`src/rtl/uart_regif_pkg.sv`:
```
package uart_regif_pkg;

  localparam int unsigned ADDR_W = 6;

  // register byte offsets
  localparam logic [ADDR_W-1:0] OFS_LINE  = 6'h00;
  localparam logic [ADDR_W-1:0] OFS_GEN   = 6'h04;
  localparam logic [ADDR_W-1:0] OFS_FIFO  = 6'h08;
  localparam logic [ADDR_W-1:0] OFS_MODEM = 6'h0C;
  localparam logic [ADDR_W-1:0] OFS_STAT  = 6'h10;
  localparam logic [ADDR_W-1:0] OFS_ERR   = 6'h14;
  localparam logic [ADDR_W-1:0] OFS_FSTAT = 6'h18;
  localparam logic [ADDR_W-1:0] OFS_MSTAT = 6'h1C;
  localparam logic [ADDR_W-1:0] OFS_TXH   = 6'h20;
  localparam logic [ADDR_W-1:0] OFS_RXH   = 6'h24;
  localparam logic [ADDR_W-1:0] OFS_BAUD  = 6'h28;

  // general-control bit positions
  localparam int unsigned GEN_LOOP_BIT  = 5;
  localparam int unsigned GEN_RXLVL_BIT = 8;
  localparam int unsigned GEN_TXLVL_BIT = 9;

  // fixed masks and constants
  localparam int unsigned FIFO_WR_CLR   = 6;     // bits 1,2 dropped on write
  localparam int unsigned FIFO_RD_BIT   = 3;     // forced zero on read
  localparam int unsigned MODEM_RD_KEEP = 'h11;  // bits 0 and 4
  localparam int unsigned STAT_TX_IDLE  = 6;     // transmitter empty bits

  // stored control words
  localparam int unsigned NCTL      = 5;
  localparam int unsigned IDX_LINE  = 0;
  localparam int unsigned IDX_GEN   = 1;
  localparam int unsigned IDX_FIFO  = 2;
  localparam int unsigned IDX_MODEM = 3;
  localparam int unsigned IDX_BAUD  = 4;

  typedef struct packed {
    logic [NCTL-1:0] ctl_we;
    logic            txh_we;
    logic            rxh_rd;
  } bus_dec_t;

endpackage

```
`src/rtl/uart_regif_dec.sv`:
```
module uart_regif_dec
  import uart_regif_pkg::*;
(
  input  logic              sel,
  input  logic              wr,
  input  logic [ADDR_W-1:0] addr,
  output bus_dec_t          dec
);

  always_comb begin
    dec = '0;
    if (sel && wr) begin
      case (addr)
        OFS_LINE:  dec.ctl_we[IDX_LINE]  = 1'b1;
        OFS_GEN:   dec.ctl_we[IDX_GEN]   = 1'b1;
        OFS_FIFO:  dec.ctl_we[IDX_FIFO]  = 1'b1;
        OFS_MODEM: dec.ctl_we[IDX_MODEM] = 1'b1;
        OFS_BAUD:  dec.ctl_we[IDX_BAUD]  = 1'b1;
        OFS_TXH:   dec.txh_we            = 1'b1;
        default:   ;
      endcase
    end
    if (sel && !wr && (addr == OFS_RXH)) dec.rxh_rd = 1'b1;
  end

endmodule

```
`src/rtl/uart_regif_ctlregs.sv`:
```
module uart_regif_ctlregs
  import uart_regif_pkg::*;
#(
  parameter int unsigned DATA_W = 32
)(
  input  logic                         clk,
  input  logic                         rst,
  input  logic [NCTL-1:0]              we,
  input  logic [DATA_W-1:0]            wdata,
  output logic [NCTL-1:0][DATA_W-1:0]  q,
  output logic                         rx_mode_eff,
  output logic                         tx_mode_eff
);

  for (genvar i = 0; i < NCTL; i++) begin : g_reg
    localparam logic [DATA_W-1:0] WMASK =
      (i == IDX_FIFO) ? ~(DATA_W'(FIFO_WR_CLR)) : {DATA_W{1'b1}};
    logic [DATA_W-1:0] r;
    always_ff @(posedge clk) begin
      if (rst)        r <= '0;
      else if (we[i]) r <= wdata & WMASK;
    end
    assign q[i] = r;
  end

  // mode bits in force this cycle: a same-cycle write wins
  assign rx_mode_eff = we[IDX_GEN] ? wdata[GEN_RXLVL_BIT] : q[IDX_GEN][GEN_RXLVL_BIT];
  assign tx_mode_eff = we[IDX_GEN] ? wdata[GEN_TXLVL_BIT] : q[IDX_GEN][GEN_TXLVL_BIT];

endmodule

```
`src/rtl/uart_regif_rxhold.sv`:
```
module uart_regif_rxhold #(
  parameter int unsigned BYTE_W = 8
)(
  input  logic              clk,
  input  logic              rst,
  input  logic              loop_we,
  input  logic [BYTE_W-1:0] loop_byte,
  input  logic              ext_valid,
  input  logic [BYTE_W-1:0] ext_byte,
  input  logic              rd_clr,
  output logic              avail,
  output logic [BYTE_W-1:0] data,
  output logic              load
);

  logic ext_take;

  assign ext_take = ext_valid && !avail;
  assign load     = loop_we || ext_take;

  always_ff @(posedge clk) begin
    if (rst) begin
      avail <= 1'b0;
      data  <= '0;
    end else begin
      if (rd_clr) avail <= 1'b0;
      if (load) begin
        avail <= 1'b1;
        data  <= loop_we ? loop_byte : ext_byte;
      end
    end
  end

endmodule

```
`src/rtl/uart_regif_irq.sv`:
```
module uart_regif_irq #(
  parameter bit FOLLOW_CFG = 1'b0  // 1: level copies mode on a config write
)(
  input  logic clk,
  input  logic rst,
  input  logic ev,
  input  logic mode,
  input  logic cfg_we,
  input  logic rd_clr,
  output logic pulse,
  output logic level
);

  always_ff @(posedge clk) begin
    if (rst) begin
      pulse <= 1'b0;
      level <= 1'b0;
    end else begin
      pulse <= ev && !mode;
      if (cfg_we) begin
        if (FOLLOW_CFG)  level <= mode;
        else if (!mode)  level <= 1'b0;
      end
      if (rd_clr && mode) level <= 1'b0;
      if (ev && mode)     level <= 1'b1;
    end
  end

endmodule

```
`src/rtl/uart_regif_rdmux.sv`:
```
module uart_regif_rdmux
  import uart_regif_pkg::*;
#(
  parameter int unsigned DATA_W = 32,
  parameter int unsigned BYTE_W = 8
)(
  input  logic                        rd_en,
  input  logic [ADDR_W-1:0]           addr,
  input  logic [NCTL-1:0][DATA_W-1:0] ctl_q,
  input  logic                        avail,
  input  logic [BYTE_W-1:0]           hold_byte,
  output logic [DATA_W-1:0]           rdata
);

  localparam logic [DATA_W-1:0] FIFO_RD_MASK  = ~(DATA_W'(1) << FIFO_RD_BIT);
  localparam logic [DATA_W-1:0] MODEM_RD_MASK = DATA_W'(MODEM_RD_KEEP);

  always_comb begin
    rdata = '0;
    if (rd_en) begin
      case (addr)
        OFS_LINE:  rdata = ctl_q[IDX_LINE];
        OFS_GEN:   rdata = ctl_q[IDX_GEN];
        OFS_FIFO:  rdata = ctl_q[IDX_FIFO] & FIFO_RD_MASK;
        OFS_MODEM: rdata = ctl_q[IDX_MODEM] & MODEM_RD_MASK;
        OFS_STAT:  rdata = DATA_W'(STAT_TX_IDLE) | DATA_W'(avail);
        OFS_FSTAT: rdata = DATA_W'(avail);
        OFS_RXH:   rdata = DATA_W'(hold_byte);
        OFS_BAUD:  rdata = ctl_q[IDX_BAUD];
        default:   rdata = '0;
      endcase
    end
  end

endmodule

```
`src/rtl/uart_regif.sv`:
```
module uart_regif
  import uart_regif_pkg::*;
#(
  parameter int unsigned DATA_W = 32,
  parameter int unsigned BYTE_W = 8
)(
  input  logic              clk,
  input  logic              rst,
  input  logic              bus_sel,
  input  logic              bus_wr,
  input  logic [ADDR_W-1:0] bus_addr,
  input  logic [DATA_W-1:0] bus_wdata,
  output logic [DATA_W-1:0] bus_rdata,
  output logic              tx_valid,
  output logic [BYTE_W-1:0] tx_byte,
  input  logic              rx_valid,
  input  logic [BYTE_W-1:0] rx_byte,
  output logic              rx_ready,
  output logic              tx_pulse,
  output logic              tx_level,
  output logic              rx_pulse,
  output logic              rx_level
);

  bus_dec_t                       dec;
  logic [NCTL-1:0][DATA_W-1:0]    ctl_q;
  logic                           rx_mode_eff;
  logic                           tx_mode_eff;
  logic                           loop_on;
  logic                           avail;
  logic [BYTE_W-1:0]              hold_byte;
  logic                           rx_load;
  logic                           send_we;

  uart_regif_dec u_dec (
    .sel  (bus_sel),
    .wr   (bus_wr),
    .addr (bus_addr),
    .dec  (dec)
  );

  uart_regif_ctlregs #(.DATA_W(DATA_W)) u_ctl (
    .clk         (clk),
    .rst         (rst),
    .we          (dec.ctl_we),
    .wdata       (bus_wdata),
    .q           (ctl_q),
    .rx_mode_eff (rx_mode_eff),
    .tx_mode_eff (tx_mode_eff)
  );

  assign loop_on = ctl_q[IDX_GEN][GEN_LOOP_BIT];
  assign send_we = dec.txh_we && !loop_on;

  uart_regif_rxhold #(.BYTE_W(BYTE_W)) u_hold (
    .clk       (clk),
    .rst       (rst),
    .loop_we   (dec.txh_we && loop_on),
    .loop_byte (bus_wdata[BYTE_W-1:0]),
    .ext_valid (rx_valid),
    .ext_byte  (rx_byte),
    .rd_clr    (dec.rxh_rd),
    .avail     (avail),
    .data      (hold_byte),
    .load      (rx_load)
  );

  assign rx_ready = !avail;

  uart_regif_irq #(.FOLLOW_CFG(1'b1)) u_tx_irq (
    .clk    (clk),
    .rst    (rst),
    .ev     (dec.txh_we),
    .mode   (tx_mode_eff),
    .cfg_we (dec.ctl_we[IDX_GEN]),
    .rd_clr (1'b0),
    .pulse  (tx_pulse),
    .level  (tx_level)
  );

  uart_regif_irq #(.FOLLOW_CFG(1'b0)) u_rx_irq (
    .clk    (clk),
    .rst    (rst),
    .ev     (rx_load),
    .mode   (rx_mode_eff),
    .cfg_we (dec.ctl_we[IDX_GEN]),
    .rd_clr (dec.rxh_rd),
    .pulse  (rx_pulse),
    .level  (rx_level)
  );

  always_ff @(posedge clk) begin
    if (rst) begin
      tx_valid <= 1'b0;
      tx_byte  <= '0;
    end else begin
      tx_valid <= send_we;
      if (send_we) tx_byte <= bus_wdata[BYTE_W-1:0];
    end
  end

  uart_regif_rdmux #(.DATA_W(DATA_W), .BYTE_W(BYTE_W)) u_rd (
    .rd_en     (bus_sel && !bus_wr),
    .addr      (bus_addr),
    .ctl_q     (ctl_q),
    .avail     (avail),
    .hold_byte (hold_byte),
    .rdata     (bus_rdata)
  );

endmodule

```
`config.mk`:
```
export PLATFORM = sky130hd
export DESIGN_NAME = uart_regif
export DESIGN_NICKNAME = d
export VERILOG_FILES = /design/src/rtl/uart_regif_pkg.sv /design/src/rtl/uart_regif_dec.sv /design/src/rtl/uart_regif_ctlregs.sv /design/src/rtl/uart_regif_rxhold.sv /design/src/rtl/uart_regif_irq.sv /design/src/rtl/uart_regif_rdmux.sv /design/src/rtl/uart_regif.sv
export SDC_FILE = /design/constraint.sdc
export NUM_CORES = 1
export LEC_CHECK = 0
export BUFFER_PORTS_ARGS = -buffer_cell sky130_fd_sc_hd__buf_2
export CELL_PAD_IN_SITES_DETAIL_PLACEMENT = 1
export CELL_PAD_IN_SITES_GLOBAL_PLACEMENT = 1
export CORE_MARGIN = 2
export CORE_UTILIZATION = 45
export CTS_CLUSTER_SIZE = 24
export DETAILED_ROUTE_END_ITERATION = 6
export GPL_TIMING_DRIVEN = 0
export PLACE_DENSITY_LB_ADDON = 0.1
export SYNTH_ARGS = -nofsm -noshare
export SYNTH_HDL_FRONTEND = slang
export SYNTH_HIERARCHICAL = 1
export SYNTH_SLANG_ARGS = --single-unit
```
`constraint.sdc`:
```
create_clock -name clk -period 2.79 [get_ports clk]
set_input_delay 0.4185 -clock clk [delete_from_list [all_inputs] [get_ports clk]]
set_output_delay 0.4185 -clock clk [all_outputs]
set_load 0.02 [all_outputs]
```
==> impl_metrics.yaml <==
run_status:
  outcome: "finished, final reports clean"
floorplanning:
  initial_core_util: 0.457
  die_x_um: 128
  die_y_um: 128
  core_region_area_um2: 15100
  ios: 97
  num_rows: 45
  dieArea_um2: 16400
timing:
  layout_setup_ws_ps: 26.1
  finalCritPeriodShare: 0.991
  holdWs_ps: 274
  worst_slew_pin_slew_ps: 723
  fin_crit_ps: 2760
  fin_skew_ps: 4.60
  tns_ps: 0
  max_freq_ghz: 0.362
  slew_violations: 0
  hold_violations: 0
  rsz0062_at_grt: "true"
  relSlewSlack: 0.518
  setup_violations: 0
clock_network:
  path_clk_slew_ps: 60
  numClockSinks: 149
  htreeDepth: 4
  cts_buffers: 17
  cts_tree: "done"
  clk_path_buf_depth: 2
  clk_latency_ps: 430
  root_buffer: "clkbuf_16"
drt:
  ant_nets: 0
  drt_iter0_drc: 331
  post_drt_wl_per_cell_um: 20.4
  vias: 5636
  drt-total-wl_mm: 20.5
  routed_via_density: 5.61
  remaining_drc_errors: 0
  dr.pass1.iters: 7
synth:
  avgSynthCellArea_um2: 10.1
  syn_inst: 683
  yosysWarnings: 6
  syn_area_um2: 6930
worst_setup_path:
  required_ps: 2370
  worst-path-max-fanout: 11
  worstPathArrival_ps: 2350
  r2r-end: "u_rx_irq/pulse$_SDFF_PP0_"
  startpoint_type: "input port"
  endpoint: "bus_rdata[5]"
  reg2reg_slack_ps: 1240
  ff2ff_path_depth: 5
  regToRegStartpoint: "u_ctl/g_reg[1].r[5]$_SDFFE_PP0P_"
  path_class: "in -> out"
  end_kind: "output port"
  critPathLaunch: "bus_addr[3]"
final_layout:
  nFillCells: 1698
  n_antenna_cell: 0
  drive_above_1_share: 0.295
  layout_common_cells: "nor2_1 (155), dfxtp_1 (149), mux2i_1 (126)"
  nets: 854
  final_common_cell: "nor2_1"
  multi_input_area_um2: 3450
  seq_area_um2: 2980
  final_cell_count_no_fill: 1004
  area_growth_pct: 19.6
power:
  ir_worst_vdd_mv: 0.396
  p_per_area_nw_per_um2: 569
  power.total_mw: 4.71
  p_leak_nw: 3.10
global_route:
  first_global_vias: 5940
  grt_pass1_wl_mm: 32.2
  grt_usage: 0.257
  overflow: 0
  grt_max_degree: 24
  antenna_found_initial: 0
placement:
  place.port_buffers: 96
  detailed_place_hpwl_mm: 14.2
  place_congestion: 0.816
  place_inst: 969
  dp_slack_ps: -262
worst_hold_path:
  hp-class: "in -> reg"
  min_path_cells: 3
job:
  cap_violations: 0
critical path, cell delays in order:
cell     delay, ps
buf_2          210
or4b_4         530
nor2b_1        190
buf_4          230
buf_4          240
nand2_1         70
a21oi_1        230
buf_2          220
layout make-up:
type,count,area share
plain buffers,60,0.0595
clock buffers,17,0.0513
clock inverters,15,0.0190
inverters,9,0.00408
multi-input cells,466,0.416
flip-flops and latches,149,0.360
well taps,188,0.0284
repair buffers,100,0.0616
registers in the layout, summed over array words and instances, names as in the netlist:
signal / cells
u_rx_irq/pulse: 1
u_tx_irq/pulse: 1
u_ctl/g.r: 127
tx_byte: 8
u_hold/data: 8
u_hold/avail: 1
u_rx_irq/level: 1
u_tx_irq/level: 1
tx_valid: 1
repair_timing:
| action | CTS | global route |
|---|---|---|
| pin swaps | 0 | 1 |
| gates resized for setup | 1 | 7 |
| endpoints found under the setup margin | 30 | 23 |
| setup buffers | 0 | 3 |
| hold buffers | 0 | 0 |
metal layers:
metal | track usage | vias to the layer above | part of all wire
li1 | - | 2659 | -
met2 | 0.478 | 150 | 0.52
met4 | 0.0905 | 0 | 0.017
met1 | 0.293 | 2797 | 0.42
met5 | 0 | - | 0
met3 | 0.0476 | 30 | 0.045
where the power goes:
| group | leakage, nW | switching [mW] | internal (mW) |
|---|---|---|---|
| Combinational | 1.62 | 0.177 | 0.102 |
| Sequential | 1.20 | 0.0116 | 2.14 |
| Clock | 0.281 | 0.958 | 1.32 |
metrics by stage:
stage | util | cell area, um^2
2_1_floorplan | - | 6930
3_3_place_gp | 0.505 | 7650
3_5_place_dp | 0.506 | 7660
4_1_cts | 0.545 | 8250
5_1_grt | 0.547 | 8290
6_report | 0.547 | 8290
how the worst min path moves through the flow:
stage	slack (ps)	endpoint	start
floorplan	450	u_ctl/g_reg[1].r[0]$_SDFFE_PP0P_	u_ctl/g_reg[1].r[0]$_SDFFE_PP0P_
global placement	450	tx_byte[5]$_SDFFE_PP0P_	tx_byte[5]$_SDFFE_PP0P_
detailed placement	460	tx_byte[6]$_SDFFE_PP0P_	tx_byte[6]$_SDFFE_PP0P_
CTS	260	u_ctl/g_reg[4].r[18]$_SDFFE_PP0P_	bus_wdata[18]
global route	280	u_ctl/g_reg[0].r[18]$_SDFFE_PP0P_	bus_wdata[18]
finish	270	u_ctl/g_reg[0].r[18]$_SDFFE_PP0P_	bus_wdata[18]
(Power assumes the default switching activity.)
